**config.mk**
```make
export PLATFORM = sky130hd
export DESIGN_NAME = ocmp_bank
export DESIGN_NICKNAME = d
export VERILOG_FILES = /design/src/rtl/ocmp_pkg.sv /design/src/rtl/ocmp_stage.sv /design/src/rtl/ocmp_decode.sv /design/src/rtl/ocmp_slot.sv /design/src/rtl/ocmp_bank.sv
export SDC_FILE = /design/constraint.sdc
export NUM_CORES = 1
export LEC_CHECK = 0
export BUFFER_PORTS_ARGS = -buffer_cell sky130_fd_sc_hd__clkbuf_2
export CAP_MARGIN = 20
export CELL_PAD_IN_SITES_DETAIL_PLACEMENT = 1
export CELL_PAD_IN_SITES_GLOBAL_PLACEMENT = 1
export CORE_MARGIN = 2
export CORE_UTILIZATION = 43
export CTS_CLUSTER_DIAMETER = 50
export DETAILED_ROUTE_END_ITERATION = 7
export HOLD_SLACK_MARGIN = 0.06
export PLACE_DENSITY = 0.83
export SYNTH_ARGS = -nofsm -noshare
export SYNTH_HDL_FRONTEND = slang
export SYNTH_SLANG_ARGS = --single-unit
```
**constraint.sdc**
```tcl
create_clock -name clk -period 1.3 [get_ports clk]
set_input_delay 0.065 -clock clk [delete_from_list [all_inputs] [get_ports clk]]
set_output_delay 0.065 -clock clk [all_outputs]
set_load 0.05 [all_outputs]
```
**src/rtl/ocmp_pkg.sv**
```systemverilog
package ocmp_pkg;
  localparam int unsigned DEF_DATA_W = 8;
  localparam int unsigned DEF_SLOTS  = 4;

  function automatic int unsigned idx_width(input int unsigned n);
    return (n > 1) ? $clog2(n) : 1;
  endfunction
endpackage

```
**src/rtl/ocmp_stage.sv**
```systemverilog
module ocmp_stage #(
  parameter int unsigned DATA_W = ocmp_pkg::DEF_DATA_W
) (
  input  logic              clk,
  input  logic              rst_n,
  input  logic [DATA_W-1:0] din,
  output logic [DATA_W-1:0] acc
);
  always_ff @(negedge clk or negedge rst_n) begin
    if (!rst_n) acc <= '0;
    else        acc <= din;
  end
endmodule

```
**src/rtl/ocmp_decode.sv**
```systemverilog
module ocmp_decode #(
  parameter int unsigned SLOTS = ocmp_pkg::DEF_SLOTS,
  parameter int unsigned SEL_W = ocmp_pkg::idx_width(SLOTS)
) (
  input  logic             en,
  input  logic [SEL_W-1:0] sel,
  output logic [SLOTS-1:0] load
);
  for (genvar i = 0; i < SLOTS; i++) begin : g_dec
    assign load[i] = en && (sel == SEL_W'(i));
  end
endmodule

```
**src/rtl/ocmp_slot.sv**
```systemverilog
module ocmp_slot #(
  parameter int unsigned DATA_W = ocmp_pkg::DEF_DATA_W
) (
  input  logic              clk,
  input  logic              rst_n,
  input  logic              load,
  input  logic [DATA_W-1:0] din,
  input  logic [DATA_W-1:0] tmr,
  output logic [DATA_W-1:0] val,
  output logic              hit
);
  function automatic logic same_word(input logic [DATA_W-1:0] a,
                                     input logic [DATA_W-1:0] b);
    return ~|(a ^ b);
  endfunction

  always_ff @(negedge clk or negedge rst_n) begin
    if (!rst_n)    val <= '0;
    else if (load) val <= din;
  end

  assign hit = same_word(val, tmr);

  AST_SLOT_HOLDS: assert property (@(negedge clk) disable iff (!rst_n)
    !load |=> $stable(val));
  AST_SLOT_LOADS: assert property (@(negedge clk) disable iff (!rst_n)
    load |=> (val == $past(din)));
endmodule

```
**src/rtl/ocmp_bank.sv**
```systemverilog
module ocmp_bank #(
  parameter int unsigned DATA_W = ocmp_pkg::DEF_DATA_W,
  parameter int unsigned SLOTS  = ocmp_pkg::DEF_SLOTS,
  localparam int unsigned SEL_W = ocmp_pkg::idx_width(SLOTS)
) (
  input  logic                    clk,
  input  logic                    rst_n,
  input  logic [DATA_W-1:0]       wr_data,
  input  logic [SEL_W-1:0]        wr_sel,
  input  logic                    wr_en,
  input  logic [DATA_W-1:0]       tmr_lo,
  output logic [SLOTS*DATA_W-1:0] cmp_val,
  output logic [SLOTS-1:0]        match
);
  logic [DATA_W-1:0] acc_q;
  logic [SLOTS-1:0]  slot_load;

  ocmp_stage #(.DATA_W(DATA_W)) u_stage (
    .clk(clk), .rst_n(rst_n), .din(wr_data), .acc(acc_q)
  );

  ocmp_decode #(.SLOTS(SLOTS), .SEL_W(SEL_W)) u_dec (
    .en(wr_en), .sel(wr_sel), .load(slot_load)
  );

  for (genvar k = 0; k < SLOTS; k++) begin : g_slot
    logic [DATA_W-1:0] v;
    ocmp_slot #(.DATA_W(DATA_W)) u_slot (
      .clk(clk), .rst_n(rst_n), .load(slot_load[k]), .din(acc_q),
      .tmr(tmr_lo), .val(v), .hit(match[k])
    );
    assign cmp_val[k*DATA_W +: DATA_W] = v;
  end

  AST_ONE_SLOT: assert property (@(negedge clk) disable iff (!rst_n)
    $onehot0(slot_load));
  AST_IDLE_FREEZE: assert property (@(negedge clk) disable iff (!rst_n)
    !wr_en |=> $stable(cmp_val));
  AST_ACC_SAMPLES: assert property (@(negedge clk) disable iff (!rst_n)
    1'b1 |=> (acc_q == $past(wr_data)));
  AST_WRITE_HITS: assert property (@(negedge clk) disable iff (!rst_n)
    wr_en |-> $countones(slot_load) == 1);
endmodule

```
==> flow_metrics.py, run 1 <==
metrics = {
    "die": {
        "io_pins": 57,
        "die_w_um": 69.0,
        "start_util_pct": 45.1,
        "rows": 23,
        "fp.dieH_um": 69.0,
    },
    "yosys": {
        "yosysSeqAreaShare_pct": 55.1,
        "synth_cell_types": 10,
        "synth_xor_area_share_pct": 15.4,
        "synth_cells": 132,
        "ys_top_cells_by_area": "dfrtn_1 (55%), mux2_2 (20%), xnor2_1 (15%), nand4_1 (2.8%), buf_4 (1.7%)",
        "synth_top_family_by_area": "multiplexers",
        "synth_compound_area_share_pct": 0,
        "synth_seq_cells": 40,
        "synth_top_area_share_pct": 55.1,
        "yosys.area_share.simple_pct": 6.40,
        "yosysWarnings": 0,
        "syn-num-nets": 153,
        "yosys.area.top_type": "dfrtn_1",
        "synth_area_um2": 1820,
        "synthAdderAreaFrac_pct": 0,
        "avgSynthCellArea_um2": 13.8,
        "synth.mux.area_fraction_pct": 19.8,
    },
    "cts": {
        "cts.path.max_buffers": 2,
        "cts_hold_buf": 0,
        "postCtsSetupRepairBufs": 23,
        "cts_buffers": 5,
        "cts.repair.resized": 73,
        "htreeDepth": 2,
        "cts_root_buf": "clkbuf_8",
        "clock-sinks": 40,
    },
    "placement": {
        "place_ws_ps": -610,
        "gp_congestion": 0.820,
        "post-dp-hpwl_um": 4980,
        "io_buffers": 56,
    },
    "status": {
        "status": "stopped before the end",
        "error_line": "[ERROR DPL-0033] detailed placement checks failed during check placement.",
        "failed_stage": "4_1_cts",
    },
}
kinds of logic after synthesis:
group	count (synthesis)
AND/OR/NAND/NOR	16
XOR/XNOR	32
flip-flops	40
multiplexers	32
buffers and inverters	12
metrics by stage:
step	std cells	area, um^2	hold slack, ps
3_5_place_dp	264	2990	523
2_1_floorplan	132	1900	311
3_3_place_gp	264	2990	498
Yosys cell counts:
| library cell | count |
|---|---|
| dfrtn_1 | 40 |
| mux2_2 | 32 |
| xnor2_1 | 32 |
| clkbuf_1 | 8 |
| nand4_1 | 8 |
| buf_4 | 4 |
| nor2_1 | 4 |
| nand3b_2 | 2 |
| nand3_2 | 1 |
| nor3b_4 | 1 |
==> inputs of run 2 (changes only) <==
--- a/config.mk
+++ b/config.mk
@@ -7,14 +7,10 @@
 export LEC_CHECK = 0
 export BUFFER_PORTS_ARGS = -buffer_cell sky130_fd_sc_hd__clkbuf_2
 export CAP_MARGIN = 20
-export CELL_PAD_IN_SITES_DETAIL_PLACEMENT = 1
-export CELL_PAD_IN_SITES_GLOBAL_PLACEMENT = 1
 export CORE_MARGIN = 2
-export CORE_UTILIZATION = 43
-export CTS_CLUSTER_DIAMETER = 50
+export CORE_UTILIZATION = 30
 export DETAILED_ROUTE_END_ITERATION = 7
-export HOLD_SLACK_MARGIN = 0.06
-export PLACE_DENSITY = 0.83
+export PLACE_DENSITY_LB_ADDON = 0.15
 export SYNTH_ARGS = -nofsm -noshare
 export SYNTH_HDL_FRONTEND = slang
 export SYNTH_SLANG_ARGS = --single-unit
==> flow_metrics.py, run 2 <==
metrics = {
    "status": {
        "status": "complete, but fails checks",
        "violations": "setup timing",
    },
    "yosys": {
        "synth.mux.area_fraction_pct": 19.8,
        "async_flop_share_pct": 100,
        "yosysWarnings": 0,
        "synth_cells": 132,
        "synth_cell_types": 10,
        "synth_top_family_by_area": "multiplexers",
        "yosysSeqAreaShare_pct": 55.1,
        "synthFlopType": "dfrtn_1",
        "yosys.area_share.simple_pct": 6.40,
        "synth_seq_cells": 40,
        "synth_xor_area_share_pct": 15.4,
        "synth_edf_count": 0,
        "synth_top_area_share_pct": 55.1,
        "synth_most_common_cell": "dfrtn_1",
        "yosys.area.top_type": "dfrtn_1",
        "ys_top_cells_by_area": "dfrtn_1 (55%), mux2_2 (20%), xnor2_1 (15%), nand4_1 (2.8%), buf_4 (1.7%)",
        "syn-num-nets": 153,
        "avgSynthCellArea_um2": 13.8,
        "synthTopCellsByCount": "dfrtn_1 (40), mux2_2 (32), xnor2_1 (32)",
        "synth_area_um2": 1820,
        "synth_compound_area_share_pct": 0,
        "synthAdderAreaFrac_pct": 0,
    },
    "placement": {
        "post-dp-hpwl_um": 3580,
        "io_buffers": 56,
        "gp_congestion": 0.870,
    },
    "cts": {
        "htreeDepth": 2,
        "clkLatencyLatePin_ps": 300,
        "cts_root_buf": "clkbuf_8",
        "cts_buffers": 5,
        "cts_hold_buf": 0,
        "clock-sinks": 40,
        "cts.reportedPaths.clkPinSlew_ps": 60,
        "cts.path.max_buffers": 2,
        "cts_tree": "done",
    },
    "power": {
        "p_per_area_nw_per_um2": 1600,
        "comb_power_share_pct": 51.5,
        "p_sw_share_pct": 34.6,
        "p_leak_nw": 1.60,
        "clock_power_share_pct": 18.7,
        "peakVddDrop_mv": 0.787,
        "power_switching_mw": 1.93,
        "power_frac_seq_pct": 29.7,
        "p_int_mw": 3.64,
    },
    "layout": {
        "largestRegisters": "g_slot.u_slot.val: 32 flops, u_stage.acc: 8 flops",
        "antenna_cells": 0,
        "largest_reg_flops": 32,
        "top_register": "g_slot.u_slot.val",
        "syn2layout_area_growth_pct": 90.9,
        "final_cell_mix": "dfrtn_1 (40), buf_12 (38), buf_6 (35), xnor2_1 (29), mux2_4 (25)",
        "mostFrequentLayoutCell": "dfrtn_1",
        "final_nets": 251,
        "drive_above_1_share_pct": 66.7,
    },
    "sta": {
        "setup_violations": 68,
        "worst_slew_pin_slew_ps": 224,
        "whs_ps": 265,
        "layout_setup_ws_ps": -811,
        "hold_viol": 0,
        "relSlewSlack_pct": 85.0,
        "grt_setup_unrepaired": "true",
        "clock_skew_ps": 4.71,
        "final.setup.tns_ps": -17800,
        "finalMaxSlewViolations": 0,
    },
    "detailed_routing": {
        "wire_per_inst_um": 16.2,
        "vias_per_cell": 4.50,
        "vias": 1377,
        "ant_nets": 0,
        "wl_um": 4950,
        "dr.pass1.iters": 4,
        "drt_iter0_drc": 30,
        "drc": 0,
    },
    "die": {
        "start_util_pct": 30.9,
        "rows": 28,
        "die_w_um": 81.8,
        "dieArea_um2": 6700,
        "io_pins": 57,
        "coreArea_um2": 5890,
        "fp.dieH_um": 81.8,
    },
    "worst_setup_path": {
        "path_class": "reg2out",
        "regToRegSetupSlack_ps": 260,
        "critical_path_required_ps": 1240,
        "start_kind": "register",
        "crit_fanout": 2,
        "arrival_ps": 2050,
        "cp-end-kind": "output port",
    },
    "grt": {
        "grt_pass1_vias": 1587,
        "grt_max_degree": 41,
        "grt_pass1_wl_um": 8120,
        "grt_overflow": 0,
        "antenna_found_initial": 0,
        "track_usage_pct": 16.7,
    },
    "min_path": {
        "hp-class": "in2async",
    },
    "job": {
        "maxCapViolCount": 0,
    },
}
run 2: cell counts after synthesis:
No cell type changed its count.
run 2: critical path: stages (launching register included):
cell     delay (ps)
dfrtn_1         450
xnor2_1         140
nand4_1         160
nor2_2          190
buf_12          150
run 2: routing by layer:
layer / track usage (%) / share of wire, % / vias to the layer above
li1: - / - / 636
met1: 21.4 / 43 / 691
met2: 27.4 / 51 / 42
met3: 4.40 / 4.7 / 8
met4: 5.67 / 1.6 / 0
met5: 0 / 0 / -
run 2: repair_timing:
item | in CTS | in global routing
resized for setup | 53 | 19
buffers inserted | 20 | 18
setup endpoints to repair | 68 | 68
pin swaps | 12 | 10
run 2: per-stage QoR:
stage	worst slack, ps	instance area [um^2]	std cells	power, mW	util, %
5_1_grt	-897	3470	306	5.81	59.0
4_1_cts	-796	3390	299	5.53	57.7
3_5_place_dp	-542	3050	289	4.24	51.8
3_3_place_gp	-519	3050	289	4.22	51.8
6_report	-811	3470	306	5.57	59.0
2_1_floorplan	-675	1900	132	2.81	-
run 2: area by class of cell:
class | count | area (um^2)
tap | 75 | 93.8
timing repair buffer | 103 | 1350
sequential | 40 | 1000
clock buffer | 5 | 68.8
clock inverter | 3 | 46.3
fill | 465 | 2410
multi-input combinational | 80 | 908
run 2: final timing paths:
kind	from	to	cells after the start
max reg2reg	g_slot[2].u_slot.val[1]	g_slot[2].u_slot.val[1]	3
max	g_slot[1].u_slot.val[2]	match[1]	4
min	rst_n	u_stage.acc[1]	2
max in group asynchronous	rst_n	g_slot[1].u_slot.val[3]	2
min in group clk	wr_data[7]	u_stage.acc[7]	1
min reg2reg	u_stage.acc[2]	g_slot[3].u_slot.val[2]	1
run 2: cell families (layout without fill, tap and decap cells):
family        Yosys count  count (layout)
simple gates           16              16
buf+inv                12             111
mux                    32              32
flops                  40              40
xor+xnor               32              32
run 2: power groups by stage:
stage	Clock (mW)	Sequential, mW	Combinational (mW)
finish	1.04	1.66	2.87
global route	1.13	1.68	3.00
CTS	1.06	1.65	2.81
detailed placement	0	1.65	2.59
global placement	0	1.64	2.57
floorplan	0	2.33	0.476
No activity file was read; power rests on OpenSTA's default activity.
==> inputs of run 3 (changes only) <==
--- a/config.mk
+++ b/config.mk
@@ -10,6 +10,8 @@
 export CORE_MARGIN = 2
 export CORE_UTILIZATION = 30
 export DETAILED_ROUTE_END_ITERATION = 7
+export GPL_TIMING_DRIVEN = 0
+export MAX_ROUTING_LAYER = met4
 export PLACE_DENSITY_LB_ADDON = 0.15
 export SYNTH_ARGS = -nofsm -noshare
 export SYNTH_HDL_FRONTEND = slang
==> constraint.sdc (replaced) <==
create_clock -name clk -period 1.3 [get_ports clk]
set_input_delay 0.065 -clock clk [delete_from_list [all_inputs] [get_ports clk]]
set_output_delay 0.065 -clock clk [all_outputs]
set_load 0.02 [all_outputs]
==> flow_metrics.py, run 3 (synthesis gave the netlist of run 2 again) <==
metrics = {
    "die": {
        "die_w_um": 81.8,
        "dieArea_um2": 6700,
        "rows": 28,
        "fp.dieH_um": 81.8,
        "coreArea_um2": 5890,
        "start_util_pct": 30.9,
        "io_pins": 57,
    },
    "worst_setup_path": {
        "cpPeakStageDelay_ps": 450,
        "cp-end-kind": "output port",
        "regToRegSetupSlack_ps": 280,
        "path_class": "reg2out",
        "worst_r2r_endpoint": "g_slot[0].u_slot.val[6]",
        "crit_fanout": 2,
        "critical_path_required_ps": 1240,
        "slowest_stage": "dfrtn_1",
        "arrival_ps": 2020,
        "r2r_cells": 3,
        "path_cells": "xnor2_2 > nand4_1 > nor2_1 > clkbuf_8",
        "start_kind": "register",
        "r2r-start": "g_slot[0].u_slot.val[6]",
    },
    "layout": {
        "drive_above_1_share_pct": 58.8,
        "syn2layout_area_growth_pct": 70.8,
        "mostFrequentLayoutCell": "dfrtn_1",
        "fin_util_pct": 52.8,
        "final_nets": 236,
        "top_register": "g_slot.u_slot.val",
        "final_cell_mix": "dfrtn_1 (40), mux2_4 (32), xnor2_1 (30), clkbuf_8 (25), buf_6 (21)",
        "largestRegisters": "g_slot.u_slot.val: 32 flops, u_stage.acc: 8 flops",
        "final_area_um2": 3110,
        "largest_reg_flops": 32,
        "n_fill_cell": 523,
        "antenna_cells": 0,
    },
    "status": {
        "status": "complete, but fails checks",
        "violations": "setup timing",
    },
    "grt": {
        "grt_overflow": 0,
        "track_usage_pct": 15.6,
        "antenna_found_initial": 0,
        "grt_max_degree": 41,
        "grt_pass1_vias": 1376,
        "grt_pass1_wl_um": 7340,
    },
    "placement": {
        "placed_area_um2": 2210,
        "post-dp-hpwl_um": 3090,
        "place_ws_ps": -776,
        "io_buffers": 48,
        "gp_congestion": 0.729,
    },
    "power": {
        "clock_power_share_pct": 19.2,
        "total_power_mw": 4.38,
        "power_switching_mw": 1.30,
        "comb_power_share_pct": 42.6,
        "p_leak_nw": 1.45,
        "peakVddDrop_mv": 0.563,
        "p_per_area_nw_per_um2": 1410,
        "p_int_mw": 3.08,
        "p_sw_share_pct": 29.7,
        "power_frac_seq_pct": 38.1,
    },
    "sta": {
        "hold_viol": 0,
        "worst_slew_pin_slew_ps": 341,
        "setup_violations": 66,
        "relSlewSlack_pct": 77.2,
        "grt_setup_unrepaired": "true",
        "layout_setup_ws_ps": -788,
        "clock_skew_ps": 3.99,
        "finalMaxSlewViolations": 0,
        "final.setup.tns_ps": -16350,
    },
    "detailed_routing": {
        "ant_nets": 0,
        "dr.pass1.iters": 4,
        "drc": 0,
        "vias_per_cell": 4.51,
        "wire_per_inst_um": 16.1,
        "drt_iter0_drc": 54,
        "vias": 1311,
        "wl_um": 4680,
    },
    "cts": {
        "cts_root_buf": "clkbuf_8",
        "cts_hold_buf": 0,
        "htreeDepth": 2,
        "clkLatencyLatePin_ps": 300,
        "cts.reportedPaths.clkPinSlew_ps": 50,
        "clock-sinks": 40,
        "cts_buffers": 5,
        "cts.path.max_buffers": 2,
        "cts_tree": "done",
    },
    "job": {
        "maxCapViolCount": 0,
    },
    "min_path": {
        "hp-class": "in2async",
    },
}
-- run 3: cell count changes in the layout (fill, tap and decap cells not counted), moves of 3 or more --
cell and change:
mux2_4 +7, buf_8 +13, clkbuf_2 -8, buf_12 -36
clkbuf_8 +20, clkbuf_1 +10, mux2_2 -7, clkbuf_16 +3
buf_6 -14
-- run 3: worst max-delay path, delay by kind of cell (launching register included) --
family / cells / cell delay (ps)
buffers and inverters: 1 / 160
XOR/XNOR: 1 / 130
flip-flops: 1 / 450
AND/OR/NAND/NOR: 2 / 330
-- run 3: power groups by stage --
stage	Clock (mW)	Combinational [mW]	Sequential, mW
floorplan	0	0.467	1.89
CTS	0.867	1.63	1.68
global route	0.936	1.99	1.70
global placement	0	1.03	1.69
finish	0.842	1.87	1.67
detailed placement	0	1.04	1.70
-- run 3: per-stage QoR --
stage / hold slack (ps) / cells
3_5_place_dp: 503 / 255
6_report: 112 / 291
4_1_cts: 400 / 277
2_1_floorplan: 311 / 132
3_3_place_gp: 498 / 255
5_1_grt: 107 / 291
-- run 3: layout make-up --
type	instances	area (um^2)	area share (%)
flip-flops and latches	40	1000	32.2
repair buffers	80	966	31.1
multi-input cells	80	925	29.8
well taps	75	93.8	3.02
clock buffers	8	90.1	2.90
plain buffers	8	30.0	0.967
-- run 3: per-layer routing --
metal	track usage [%]	wire length, um	vias to the layer above	part of all wire [%]
met1	20.2	2060	654	44
met3	3.08	218	8	4.7
met2	24.1	2320	40	50
met5	-	0	-	0
li1	-	-	609	-
met4	6.00	76	0	1.6
-- run 3: how the worst max path moves through the flow --
stage                            startpoint                       to  slack [ps]  depth (start not counted)
finish              g_slot[1].u_slot.val[1]                 match[1]        -790                          4
global route        g_slot[3].u_slot.val[5]                 match[3]        -890                          4
CTS                 g_slot[1].u_slot.val[6]                 match[1]        -810                          4
detailed placement                    wr_en  g_slot[0].u_slot.val[0]        -780                          3
global placement                      wr_en  g_slot[0].u_slot.val[0]        -740                          3
floorplan           g_slot[0].u_slot.val[4]                 match[0]        -410                          4
-- run 3: repair_timing --
item,CTS,global route
pin swaps,16,8
endpoints found under the setup margin,68,68
gates resized for setup,113,36
buffers inserted,18,19
hold endpoints to repair,0,0
==> inputs of run 4 (changes only) <==
--- a/config.mk
+++ b/config.mk
@@ -5,6 +5,7 @@
 export SDC_FILE = /design/constraint.sdc
 export NUM_CORES = 1
 export LEC_CHECK = 0
+export ABC_AREA = 1
 export BUFFER_PORTS_ARGS = -buffer_cell sky130_fd_sc_hd__clkbuf_2
 export CAP_MARGIN = 20
 export CORE_MARGIN = 2
==> constraint.sdc (replaced) <==
create_clock -name clk -period 1.3 [get_ports clk]
set_input_delay 0.26 -clock clk [delete_from_list [all_inputs] [get_ports clk]]
set_output_delay 0.26 -clock clk [all_outputs]
set_load 0.02 [all_outputs]
==> flow_metrics.py, run 4 <==
metrics = {
    "detailed_routing": {
        "drc": 0,
        "vias": 2153,
        "drt_iter0_drc": 89,
        "dr.pass1.iters": 4,
        "wire_per_inst_um": 12.9,
        "wl_um": 6690,
        "vias_per_cell": 4.16,
        "ant_nets": 0,
    },
    "die": {
        "rows": 30,
        "die_w_um": 88.6,
        "fp.dieH_um": 88.6,
        "dieArea_um2": 7860,
        "coreArea_um2": 6870,
        "start_util_pct": 31.3,
        "io_pins": 57,
    },
    "layout": {
        "mostFrequentLayoutCell": "nand2_1",
        "top_register": "g_slot.u_slot.val",
        "fin_util_pct": 59.2,
        "final_area_um2": 4060,
        "n_fill_cell": 604,
        "syn2layout_area_growth_pct": 89.1,
        "regArea_um2": 1000,
        "multi_input_area_um2": 1120,
        "largestRegisters": "g_slot.u_slot.val: 32 flops, u_stage.acc: 8 flops",
        "largest_reg_flops": 32,
        "final_nets": 442,
        "drive_above_1_share_pct": 52.1,
        "final_cell_mix": "nand2_1 (106), inv_1 (48), dfrtn_1 (40), buf_6 (35), o21ai_2 (31)",
        "finalNonFillerCells": 518,
        "antenna_cells": 0,
    },
    "cts": {
        "cts.path.max_buffers": 2,
        "cts_root_buf": "clkbuf_8",
        "clkLatencyLatePin_ps": 300,
        "htreeDepth": 2,
        "cts.reportedPaths.clkPinSlew_ps": 50,
        "cts_buffers": 5,
        "cts_tree": "done",
        "clock-sinks": 40,
    },
    "worst_setup_path": {
        "critical_path_required_ps": 1040,
        "path_class": "reg2out",
        "crit_fanout": 3,
        "worst_r2r_endpoint": "g_slot[2].u_slot.val[6]",
        "start_kind": "register",
        "r2r-start": "g_slot[2].u_slot.val[6]",
        "regToRegSetupSlack_ps": 390,
        "r2r_cells": 4,
        "cp-end-kind": "output port",
        "arrival_ps": 2170,
    },
    "power": {
        "p_int_mw": 3.06,
        "p_leak_nw": 2.15,
        "comb_power_share_pct": 46.1,
        "clock_power_share_pct": 19.1,
        "p_per_area_nw_per_um2": 1140,
        "power_frac_seq_pct": 34.8,
        "p_sw_share_pct": 34.0,
        "total_power_mw": 4.63,
        "power_switching_mw": 1.57,
        "peakVddDrop_mv": 0.455,
    },
    "grt": {
        "grtUsageMet1_pct": 24.4,
        "grtUsageMet3_pct": 2.71,
        "grt_pass1_vias": 2027,
        "busiest_layer": "met2",
        "track_usage_pct": 18.2,
        "grt_pass1_wl_um": 10400,
        "antenna_found_initial": 0,
        "grt_max_degree": 41,
        "grt_overflow": 0,
        "grtUsageMet2_pct": 29.1,
    },
    "sta": {
        "final.setup.tns_ps": -25350,
        "worst_slew_pin_slew_ps": 575,
        "whs_ps": 499,
        "layout_setup_ws_ps": -1130,
        "relSlewSlack_pct": 61.7,
        "finalMaxSlewViolations": 0,
        "hold_viol": 0,
        "clock_skew_ps": 5.11,
        "setup_violations": 61,
        "grt_setup_unrepaired": "true",
    },
    "yosys": {
        "synthTopCellsByCount": "nand2_1 (136), inv_1 (49), dfrtn_1 (40)",
        "ys_top_cells_by_area": "dfrtn_1 (47%), nand2_1 (24%), o21ai_2 (11%), inv_1 (8.6%), nor2_1 (3.7%)",
        "yosysWarnings": 0,
        "synth_most_common_cell": "nand2_1",
        "synth_seq_cells": 40,
        "synth_area_um2": 2150,
        "synth_top_area_share_pct": 46.6,
        "syn-num-nets": 312,
        "synth_cell_types": 11,
        "async_flop_share_pct": 100,
        "yosys.area.top_type": "dfrtn_1",
        "synthFlopType": "dfrtn_1",
        "synth_edf_count": 0,
        "avgSynthCellArea_um2": 7.39,
        "yosysSeqAreaShare_pct": 46.6,
        "synth_cells": 291,
    },
    "placement": {
        "place_ws_ps": -864,
        "gp_congestion": 0.822,
        "post-dp-hpwl_um": 4030,
        "placed_area_um2": 2610,
        "dpl.cell_count": 443,
        "io_buffers": 56,
    },
    "min_path": {
        "whs_endpoint": "g_slot[2].u_slot.val[2]",
        "hold_path_depth": 2,
        "hp-start": "g_slot[2].u_slot.val[2]",
        "hp-class": "reg2reg",
    },
    "job": {
        "maxCapViolCount": 0,
    },
    "status": {
        "status": "complete, but fails checks",
        "violations": "setup timing",
    },
}
==> run 4: changes by cell type in the layout (fill, tap and decap cells not counted), moves of 7 or more <==
cell / previous run / this run
inv_1: 0 / 48
mux2_4: 32 / 0
nand2_4: 0 / 16
clkbuf_2: 9 / 16
buf_6: 21 / 35
xnor2_1: 30 / 0
nor2_2: 3 / 14
buf_4: 11 / 30
clkbuf_1: 10 / 1
nand2_1: 0 / 106
o21ai_2: 0 / 31
nand2_2: 0 / 16
nand4_1: 8 / 0
==> run 4: layer usage <==
layer / part of all wire, % / up-vias
li1: - / 1126
met1: 47 / 982
met2: 49 / 37
met3: 2.6 / 8
met4: 1.3 / 0
met5: 0 / -
==> run 4: timing repair <==
item / in CTS / in global routing
hold buffers: 0 / 0
pin swaps: 23 / 8
setup buffers: 40 / 31
setup endpoints to repair: 108 / 67
cloned: 3 / 1
gates resized for setup: 143 / 60
==> run 4: layout make-up <==
type | count | area share (%)
Clock inverter | 1 | 0.185
Inverter | 49 | 4.93
Buffer | 5 | 2.16
Clock buffer | 7 | 2.12
Multi-Input combinational cell | 194 | 27.6
Tap cell | 96 | 2.96
Timing Repair Buffer | 126 | 35.4
Sequential cell | 40 | 24.6
==> run 4: how the worst max path moves through the flow <==
stage	from	to	slack [ps]
final	g_slot[1].u_slot.val[1]	match[1]	-1130
after global routing	g_slot[1].u_slot.val[3]	match[1]	-1180
after CTS	g_slot[1].u_slot.val[6]	match[1]	-1070
after detailed placement	g_slot[3].u_slot.val[0]	match[3]	-860
after global placement	g_slot[2].u_slot.val[0]	match[2]	-860
after floorplan	g_slot[1].u_slot.val[0]	match[1]	-650
==> run 4: power by group through the flow <==
stage	Clock [mW]	Combinational [mW]	Sequential (mW)
after floorplan	0	0.504	1.80
after global placement	0	1.04	1.64
after detailed placement	0	1.05	1.64
after CTS	0.911	1.76	1.62
after global routing	0.957	2.32	1.63
final	0.883	2.14	1.61
==> run 4: worst max-delay path: stages, from the launching register on <==
cell and delay (ps):
dfrtn_1 450, inv_1 60, nand2_1 60, nand2_1 60
nor2_2 140, nand2_1 60, nor2_1 130, buf_4 130
clkbuf_8 130
==> run 4: cell families after synthesis <==
group,synth area share (%)
buffers and inverters,12.0
and+or+nand+nor,29.2
DFF,46.6
AOI/OAI and AO/OA,12.2
